**config.mk**
```make
export PLATFORM = sky130hd
export DESIGN_NAME = cdma_seq
export DESIGN_NICKNAME = d
export VERILOG_FILES = /design/src/rtl/cdma_pkg.sv /design/src/rtl/cdma_sema.sv /design/src/rtl/cdma_decode.sv /design/src/rtl/cdma_seq.sv
export SDC_FILE = /design/constraint.sdc
export NUM_CORES = 1
export LEC_CHECK = 0
export BUFFER_PORTS_ARGS = -buffer_cell sky130_fd_sc_hd__buf_2
export CAP_MARGIN = 5
export CORE_ASPECT_RATIO = 0.5
export CORE_MARGIN = 2
export CORE_UTILIZATION = 45
export DETAILED_ROUTE_END_ITERATION = 12
export GPL_TIMING_DRIVEN = 0
export PLACE_DENSITY = 0.72
export SKIP_LAST_GASP = 1
export SLEW_MARGIN = 20
export SYNTH_ARGS = -nofsm -noshare
export SYNTH_HDL_FRONTEND = slang
export SYNTH_SLANG_ARGS = --single-unit
export TNS_END_PERCENT = 5
```
**constraint.sdc**
```tcl
create_clock -name clk -period 3 [get_ports clk]
set_input_delay 0.45 -clock clk [delete_from_list [all_inputs] [get_ports clk]]
set_output_delay 0.45 -clock clk [all_outputs]
set_load 0.1 [all_outputs]
```
**src/rtl/cdma_pkg.sv**
```systemverilog
package cdma_pkg;

  typedef enum logic [1:0] {
    OP_NONE   = 2'd0,
    OP_TO_MEM = 2'd1,
    OP_TO_DEV = 2'd2,
    OP_SENSE  = 2'd3
  } op_e;

  // control halfword; bit positions are decoded by software-built descriptors
  typedef struct packed {
    logic [3:0] pio_n;   // 15:12
    logic [1:0] rsv_hi;  // 11:10
    logic       flush;   // 9
    logic       halt;    // 8
    logic       wend;    // 7
    logic       dsem;    // 6
    logic [1:0] rsv_lo;  // 5:4
    logic       irq;     // 3
    logic       chain;   // 2
    op_e        op;      // 1:0
  } ctl_t;

  typedef enum logic [2:0] {
    S_IDLE, S_NXT, S_CTL, S_BUF, S_PIO, S_XFER, S_WEND, S_DONE
  } st_e;

  localparam int BEAT_W = 15;

  // number of 32-bit beats covering a byte count
  function automatic logic [BEAT_W-1:0] beats_of(input logic [15:0] nbytes);
    logic [16:0] t;
    t = {1'b0, nbytes} + 17'd3;
    return t[16:2];
  endfunction

endpackage

```
**src/rtl/cdma_sema.sv**
```systemverilog
module cdma_sema #(
  parameter int SEM_W = 8
) (
  input  logic             clk,
  input  logic             rst_n,
  input  logic             add_en,
  input  logic [SEM_W-1:0] add_val,
  input  logic             dec,
  output logic [SEM_W-1:0] count
);
  localparam logic [SEM_W:0] SAT = {1'b0, {SEM_W{1'b1}}};

  function automatic logic [SEM_W-1:0] sema_upd(input logic [SEM_W-1:0] cur,
                                                input logic en, input logic [SEM_W-1:0] v,
                                                input logic d);
    logic [SEM_W:0] s;
    s = {1'b0, cur} + (en ? {1'b0, v} : '0);
    if (s > SAT) s = SAT;
    if (d && s != '0) s = s - 1'b1;
    return s[SEM_W-1:0];
  endfunction

  always_ff @(posedge clk or negedge rst_n) begin
    if (!rst_n) count <= '0;
    else        count <= sema_upd(count, add_en, add_val, dec);
  end

  assert_sema_hold_R6: assert property (@(posedge clk) disable iff (!rst_n)
    (!add_en && !dec) |=> $stable(count));
  assert_sema_dec_R5: assert property (@(posedge clk) disable iff (!rst_n)
    (dec && !add_en && count != '0) |=> (count == $past(count) - 1'b1));

endmodule

```
**src/rtl/cdma_decode.sv**
```systemverilog
module cdma_decode
  import cdma_pkg::*;
#(
  parameter logic [15:0] MAX_BYTES = 16'hFF00
) (
  input  logic [31:0]       word,
  output ctl_t              ctl,
  output logic [BEAT_W-1:0] beats,
  output logic              bad
);
  logic [15:0] nbytes;
  assign ctl    = ctl_t'(word[15:0]);
  assign nbytes = word[31:16];
  assign beats  = beats_of(nbytes);
  assign bad    = (ctl.op == OP_SENSE) || (nbytes > MAX_BYTES);
endmodule

```
**src/rtl/cdma_seq.sv**
```systemverilog
module cdma_seq
  import cdma_pkg::*;
#(
  parameter int          AW        = 32,
  parameter int          SEM_W     = 8,
  parameter logic [15:0] MAX_BYTES = 16'hFF00
) (
  input  logic             clk,
  input  logic             rst_n,
  input  logic             cmd_addr_we,
  input  logic [AW-1:0]    cmd_addr,
  input  logic             sema_we,
  input  logic [SEM_W-1:0] sema_add,
  input  logic             freeze,
  output logic             mem_req,
  output logic             mem_we,
  output logic [AW-1:0]    mem_addr,
  output logic [31:0]      mem_wdata,
  input  logic             mem_gnt,
  input  logic [31:0]      mem_rdata,
  output logic             pio_we,
  output logic [3:0]       pio_idx,
  output logic [31:0]      pio_data,
  output logic             dev_push,
  output logic [31:0]      dev_wdata,
  output logic             dev_pull,
  input  logic [31:0]      dev_rdata,
  input  logic             dev_ready,
  input  logic             dev_end,
  input  logic             dev_term,
  output logic             irq,
  output logic             err,
  output logic             idle,
  output logic [SEM_W-1:0] sema_cnt
);
  localparam logic [BEAT_W-1:0] MAX_BEATS = beats_of(MAX_BYTES);

  st_e               state_q;
  logic [AW-1:0]     ptr_q, nxt_q, buf_q;
  ctl_t              ctl_q;
  logic [BEAT_W-1:0] beats_q;
  logic [3:0]        idx_q;
  logic              armed_q, err_q;

  ctl_t              d_ctl;
  logic [BEAT_W-1:0] d_beats;
  logic              d_bad;

  // named internal events
  logic go, fire, start_ok, term_hit, done_ev, sem_dec, ctl_fire;
  st_e  after_pio, after_xfer;

  cdma_decode #(.MAX_BYTES(MAX_BYTES)) u_dec (
    .word(mem_rdata), .ctl(d_ctl), .beats(d_beats), .bad(d_bad)
  );

  cdma_sema #(.SEM_W(SEM_W)) u_sema (
    .clk(clk), .rst_n(rst_n), .add_en(sema_we), .add_val(sema_add),
    .dec(sem_dec), .count(sema_cnt)
  );

  assign go         = !freeze;
  assign start_ok   = go && armed_q && (sema_cnt != '0) && !cmd_addr_we;
  assign after_xfer = ctl_q.wend ? S_WEND : S_DONE;
  assign after_pio  = (ctl_q.op != OP_NONE && beats_q != '0) ? S_XFER : after_xfer;

  always_comb begin
    mem_addr = buf_q;
    unique case (state_q)
      S_NXT:   mem_addr = ptr_q;
      S_CTL:   mem_addr = ptr_q + AW'(4);
      S_BUF:   mem_addr = ptr_q + AW'(8);
      S_PIO:   mem_addr = ptr_q + AW'(12) + AW'({idx_q, 2'b00});
      default: mem_addr = buf_q;
    endcase
  end

  always_comb begin
    mem_req = 1'b0;
    if (go) begin
      unique case (state_q)
        S_NXT, S_CTL, S_BUF, S_PIO: mem_req = 1'b1;
        S_XFER:                     mem_req = dev_ready;
        default:                    mem_req = 1'b0;
      endcase
    end
  end

  assign fire      = mem_req && mem_gnt;
  assign ctl_fire  = fire && (state_q == S_CTL);
  assign mem_we    = (state_q == S_XFER) && (ctl_q.op == OP_TO_MEM);
  assign mem_wdata = dev_rdata;
  assign pio_we    = fire && (state_q == S_PIO);
  assign pio_idx   = idx_q;
  assign pio_data  = mem_rdata;
  assign dev_push  = fire && (state_q == S_XFER) && (ctl_q.op == OP_TO_DEV);
  assign dev_pull  = fire && (state_q == S_XFER) && (ctl_q.op == OP_TO_MEM);
  assign dev_wdata = mem_rdata;
  assign term_hit  = go && (state_q == S_XFER) && dev_term && (ctl_q.halt || ctl_q.flush);
  assign done_ev   = go && (state_q == S_DONE);
  assign sem_dec   = done_ev && ctl_q.dsem;
  assign irq       = done_ev && ctl_q.irq;
  assign err       = err_q;
  assign idle      = (state_q == S_IDLE);

  always_ff @(posedge clk or negedge rst_n) begin
    if (!rst_n) begin
      state_q <= S_IDLE;
      ptr_q   <= '0;
      nxt_q   <= '0;
      buf_q   <= '0;
      ctl_q   <= '0;
      beats_q <= '0;
      idx_q   <= '0;
      armed_q <= 1'b0;
      err_q   <= 1'b0;
    end else begin
      unique case (state_q)
        S_IDLE: begin
          if (cmd_addr_we) begin
            ptr_q   <= cmd_addr;
            armed_q <= 1'b1;
            err_q   <= 1'b0;
          end else if (start_ok) state_q <= S_NXT;
        end
        S_NXT: if (fire) begin
          nxt_q   <= mem_rdata[AW-1:0];
          state_q <= S_CTL;
        end
        S_CTL: if (fire) begin
          ctl_q   <= d_ctl;
          beats_q <= d_beats;
          if (d_bad) begin
            err_q   <= 1'b1;
            armed_q <= 1'b0;
            state_q <= S_IDLE;
          end else state_q <= S_BUF;
        end
        S_BUF: if (fire) begin
          buf_q   <= mem_rdata[AW-1:0];
          idx_q   <= '0;
          state_q <= (ctl_q.pio_n != '0) ? S_PIO : after_pio;
        end
        S_PIO: if (fire) begin
          idx_q <= idx_q + 1'b1;
          if (idx_q == ctl_q.pio_n - 1'b1) state_q <= after_pio;
        end
        S_XFER: begin
          if (term_hit) begin
            if (ctl_q.halt) begin
              armed_q <= 1'b0;
              state_q <= S_IDLE;
            end else state_q <= after_xfer;
          end else if (fire) begin
            buf_q   <= buf_q + AW'(4);
            beats_q <= beats_q - 1'b1;
            if (beats_q == BEAT_W'(1)) state_q <= after_xfer;
          end
        end
        S_WEND: if (go && dev_end) state_q <= S_DONE;
        S_DONE: if (go) begin
          if (ctl_q.chain) ptr_q <= nxt_q;
          armed_q <= ctl_q.chain;
          state_q <= S_IDLE;
        end
        default: state_q <= S_IDLE;
      endcase
    end
  end

  // a frozen busy channel keeps all of its progress state
  assert_freeze_hold_R11: assert property (@(posedge clk) disable iff (!rst_n)
    (freeze && state_q != S_IDLE) |=> ($stable(state_q) && $stable(beats_q) && $stable(buf_q)));
  // a malformed control word ends in idle with the error flag
  assert_bad_desc_R9: assert property (@(posedge clk) disable iff (!rst_n)
    (ctl_fire && d_bad) |=> (err_q && state_q == S_IDLE));
  // completion pulse lasts one cycle
  assert_irq_pulse_R5: assert property (@(posedge clk) disable iff (!rst_n)
    irq |=> !irq);
  // register writes stay below the word count
  assert_pio_bound_R2: assert property (@(posedge clk) disable iff (!rst_n)
    pio_we |-> (pio_idx < ctl_q.pio_n));
  // no data phase ever runs longer than the byte limit allows
  assert_xfer_limit_R9: assert property (@(posedge clk) disable iff (!rst_n)
    (state_q == S_XFER) |-> (beats_q <= MAX_BEATS));
  // a halting terminate gives no completion
  assert_term_halt_R8: assert property (@(posedge clk) disable iff (!rst_n)
    (term_hit && ctl_q.halt) |=> (state_q == S_IDLE && !irq));

endmodule

```
# == Word-level counts from Yosys, hierarchy flattened ==
# Index checks and enable logic that the tools add are counted.
# classes
n_addsub,11
n_lt_le_gt_ge,2
eq_ne,30
n_mux,50
n_reduce_logical,44
# ops
cell,n
32-bit two-way mux,6
32-bit one-hot mux with 2 select lines,2
32-bit one-hot mux with 4 select lines,1
32-bit by 3-bit adder with 32-bit output (second input constant),2
32-bit by 4-bit adder with 32-bit output (second input constant),2
15-bit two-way mux,3
3-bit two-way mux,13
32-bit by 6-bit adder with 32-bit output,1
15-bit one-hot mux with 2 select lines,1
2-bit != test (second input constant),14
3-bit one-hot mux with 8 select lines,1
1-bit logical AND,18
16-bit by 2-bit adder with 17-bit output (second input constant),1
16-bit > comparator (second input constant),1
8-bit two-way mux,2
4-bit AND reduction,4
15-bit by 1-bit equality test with 1-bit output (second input constant),1
15-bit nonzero test,1
15-bit by 1-bit subtractor with 15-bit output (second input constant),1
3-bit equality test (second input constant),4
2-bit nonzero test,6
1-bit two-way mux,11
11-bit AND reduction,1
8-bit by 9-bit adder with 9-bit output,1
other kinds (28),39
# totals
reg_bits,140
input_bits,113
output_inout_bits,148
wordCells,154

# == Longest topological paths before layout ==
# logic_depth
depth_word,8
depth_mapped,14
mapped_depth_nobuf,14

# == Modules after synthesis ==
# Synthesis repeated with hierarchy kept, for this count alone.
# hier_totals
hier_cells,1306
area_unflattened_um2,11070.6
# modules_own_cells
module,instances,cells_each,area_per_inst_um2,seq_area_each_um2
cdma_seq,1,1131,9557.9,3303.2
cdma_sema,1,114,1041.0,200.2
cdma_decode,1,61,471.7,0.0

# == Worst setup path before layout ==
# OpenSTA, ideal clock, no wires.
# synth_path
kind,register to output
from,"register idx_q[2], in the netlist pio_idx[2]"
to,output mem_addr[22]
arrival_time_ns,5.880
required_ns,2.550
slack_ns,-3.330
path_stages_with_launch,8
n_path_buf,0
path_cell_list,dfrtp_1 ha_1 ha_1 a21o_1 nand4_1 a211oi_1 a21oi_1 o311ai_0
# synth_via
elab_chain_len,2
# synth_rtl
item,line,rtl
start: declaration,cdma_seq.sv:42,logic [3:0] idx_q;
start signal: assignment,cdma_seq.sv:145,idx_q <= idx_q + 1'b1;
32-bit by 6-bit adder with 32-bit output,cdma_seq.sv:73,"S_PIO: mem_addr = ptr_q + AW'(12) + AW'({idx_q, 2'b00});"
32-bit one-hot mux with 4 select lines,cdma_seq.sv:69,unique case (state_q)
end: declaration,cdma_seq.sv:17,"output logic [AW-1:0] mem_addr,"
# No other way between the ends.

# == Worst setup path in the final report ==
# layout_path
from,register state_q[1]
to,output dev_push
# layout_via
elab_chain_len,7
word_cells_on_any_way,11
cone_classes,eq/ne: 5; mux: 2; reduce/logical: 4
# layout_rtl
item,line,rtl
start: declaration,cdma_seq.sv:38,st_e state_q;
start signal: assignment,cdma_seq.sv:142,state_q <= (ctl_q.pio_n != '0) ? S_PIO : after_pio;
start signal: assignment,cdma_seq.sv:146,if (idx_q == ctl_q.pio_n - 1'b1) state_q <= after_pio;
start signal: assignment,cdma_seq.sv:153,end else state_q <= after_xfer;
3-bit by 2-bit equality test with 1-bit output (tied with other cells),cdma_seq.sv:81,unique case (state_q)
4-bit OR reduction,cdma_seq.sv:81,
1-bit one-hot mux with 2 select lines,cdma_seq.sv:81,
1-bit two-way mux,cdma_seq.sv:80,if (go) begin
1-bit logical AND,cdma_seq.sv:89,assign fire = mem_req && mem_gnt;
1-bit logical AND * (2 in a row),cdma_seq.sv:96,assign dev_push = fire && (state_q == S_XFER) && (ctl_q.op == OP_TO_DEV);
end: declaration,cdma_seq.sv:24,"output logic dev_push,"
# Mark *: on every way between the ends. The rest lies on a longest branch, timed or not.

==> impl_metrics.csv <==
group,metric,value,unit
outcome,status,"finished, violations left",
outcome,violations,"negative setup slack",
sta,setup_ws,-0.555,ns
layout,multiInputGateArea,0.00643,mm^2
drt,viasPerCell,6.17,
power,power.leakage,5.92,nW
drt,drc,0,
synthesis,synth_edf_count,0,
synthesis,yosysWarningCount,0,
placement,hpwl,31700,um
synthesis,ys_ff_latch,140,
grt,grt_pass1_wl,62300,um
synthesis,ys_seq_area_share,33.0,%
floorplanning,io_pins,261,
sta,finClkSkew,0.0118,ns
critical_path,cp-start-kind,"flop",
run,maxCapViolCount,0,
critical_path,crit_type,"flop to primary output",
synthesis,synth-main-ff-cell,"dfrtp_1",
sta,worstMarginPinSlew,1.08,ns
critical_path,worstPathArrival,3.11,ns
cts,ctsHtreeMaxLevel,4,
sta,slew_headroom,28.2,%
sta,rsz0062_at_grt,"yes",
synthesis,synth_cell_type_count,78,
drt,finalWirelength,42100,um
cts,cts_made_buffers,17,
critical_path,path_max_fanout,10,
floorplanning,die_w,221,um
sta,fmax,281,MHz
cts,insertion_delay,0.45,ns
hold_path,hp-class,"primary input to flop",
grt,grt_overflow,0,
synthesis,async_flop_share,100,%
cts,cts_tree,"built",
synthesis,syn-cell-area,0.0106,mm^2
placement,dp.cells,1817,
power,ir_drop,1.06,mV
cts,clkSlewWorstSetupHoldPaths,0.07,ns
placement,post_dp_cell_area,0.0124,mm^2
drt,vias,11600,
drt,drt_iter0_markers,1455,
layout,final-instance-count-excl-fill,1876,
floorplanning,fp-row-count,39,
critical_path,timing.critical_path.cells,"buf_2 > nor2b_1 > nand2_2 > clkbuf_2 > clkbuf_2 > nor4_2 > buf_4",
power,p_per_area,1280,mW/mm^2
grt,antenna_found_initial,1,
critical_path,slowest_delay,0.46,ns
critical_path,cpLargestDelayFamily,"buffers and inverters",
sta,min_period,3.56,ns
grt,grt_max_degree,100,
placement,globalplace.congestion,0.970,
floorplanning,core-area,0.0230,mm^2
layout,drive_above_1_share,34.3,%
sta,hold_viol,0,
sta,slew_violations,0,
cts,cts_max_path_buffers,2,
grt,track_usage,32.8,%
placement,port_buffers,226,
sta,period_share,119,%
drt,final_antenna_net_count,0,
cts,clock-root-buffer,"clkbuf_16",
layout,fin_area,0.0136,mm^2
synthesis,syn-instance-count,1281,
sta,setup_violations,53,
critical_path,crit_required,2.55,ns
drt,first_pass_iters,5,
critical_path,cpMaxStageDelayCell,"dfrtp_1",
placement,pre_cts_ws,-1.02,ns
floorplanning,dieArea,0.0249,mm^2
layout,syn_to_final_growth,27.9,%
layout,fin_nets,1695,
floorplanning,die_h,113,um
critical_path,crit_path_end_kind,"primary output",
layout,num-fill-cells,2047,
critical_path,cp_num_buf_inv,4,
critical_path,critPathMostFrequentCell,"clkbuf_2",
cts,clock_sinks,140,
grt,grt_pass1_vias,10600,
layout,post-route-util,59.2,%
layout,ff_latch_area,0.00352,mm^2
synthesis,syn_avg_cell_area,8.30,um^2
synthesis,syn_nets,1422,
floorplanning,start_util,46.2,%
sta,tns,-18.31,ns
drt,wl_per_cell,22.5,um
## through the flow
step	power [mW]	hold slack [ns]
after floorplan	11.7	0.154
after detailed placement	14.1	0.360
after global placement	13.9	0.469
after global routing	18.1	0.296
final	17.4	0.289
after CTS	16.8	0.288
## layout make-up
type,instances,share of cell area (%)
repair buffers,258,11.3
inverters,31,0.856
well taps,307,2.83
clock inverters,14,1.06
diodes,2,0.0368
plain buffers,164,7.45
flip-flops and latches,140,25.9
clock buffers,18,3.23
multi-input cells,942,47.3
## synthesized netlist by cell type, drive strengths merged (22+ instances only)
library cell,count,share of area (%)
buf,111,7.4
o21ai,102,4.9
nand3,48,2.3
mux2i,38,3.6
nor3,33,1.6
mux2,48,5.1
nand4,24,1.4
nand2,138,4.9
nor4,22,1.6
dfrtp,140,33
a21oi,88,4.2
clkbuf,57,2.0
inv,30,1.1
nor2,102,3.6
ha,26,3.1
## metal layers
metal  vias to the layer above  share of wire [%]  global-route usage, %
li1                       5146                  -                      -
met1                      5664                 42                   45.7
met2                       677                 44                   49.5
met3                        86                 11                   8.90
met4                         0                2.4                   10.7
met5                         -                  0                      0
## kinds of logic after synthesis
group | Yosys count | synth area share (%)
adder cells (fa/ha/maj) | 28 | 3.44
AND/OR/NAND/NOR | 440 | 20.1
multiplexers | 86 | 8.66
XOR/XNOR | 35 | 2.88
buffers and inverters | 199 | 10.5
flip-flops | 140 | 33.0
AO/OA/AOI/OAI | 353 | 21.5
## layout by cell type (no fill, tap or decap), drive strengths merged, types with 6 or more instances in the layout
cell type and instances:
a21o 13, a21oi 88, a221o 10, a2bb2oi 8, a31oi 21, a41oi 7, and2 13, and3 17
and4 6, buf 364, clkbuf 75, dfrtp 140, ha 26, inv 41, mux2 48, mux2i 38
nand2 138, nand2b 12, nand3 48, nand4 24, nor2 102, nor3 33, nor4 22, o211ai 11
o21ai 102, o22a 13, o22ai 13, o311ai 8, o31ai 8, or2 6, xnor2 18, xor2 17
## registers in the layout (all words and copies together), names as in the netlist
| signal | cells |
|---|---|
| err | 1 |
| state_q | 3 |
| pio_idx | 4 |
| ptr_q | 32 |
| ctl_q | 12 |
| armed_q | 1 |
| beats_q | 15 |
| u_sema.count | 8 |
| nxt_q | 32 |
| buf_q | 32 |
## power by group
part | internal [mW] | switching, mW
Sequential | 2.78 | 1.26
Clock | 1.20 | 0.960
Combinational | 3.19 | 7.98
## final timing paths
| check | start | to | slack (ns) | cells past startpoint |
|---|---|---|---|---|
| max | state_q[1]$_DFFE_PN0P_ | dev_push | -0.56 | 7 |
| min | mem_rdata[4] | nxt_q[4]$_DFFE_PN0P_ | 0.29 | 2 |
| max reg2reg | state_q[1]$_DFFE_PN0P_ | buf_q[28]$_DFFE_PN0P_ | -0.28 | 7 |
| min reg2reg | ptr_q[1]$_DFFE_PN0P_ | ptr_q[1]$_DFFE_PN0P_ | 0.49 | 2 |
| max in group asynchronous | rst_n | pio_idx[3]$_DFFE_PN0P_ | 1.65 | 3 |
| min in group asynchronous | rst_n | u_sema.count[3]$_DFF_PN0_ | 0.48 | 2 |
## timing repair
action | in CTS | in global routing
setup buffers | 14 | 14
gates resized for setup | 78 | 52
pin swaps | 10 | 18
endpoints found under the setup margin | 65 | 78
hold endpoints to repair | 41 | 0
hold buffers | 1 | 0
Power figures use the tool's default switching activity.
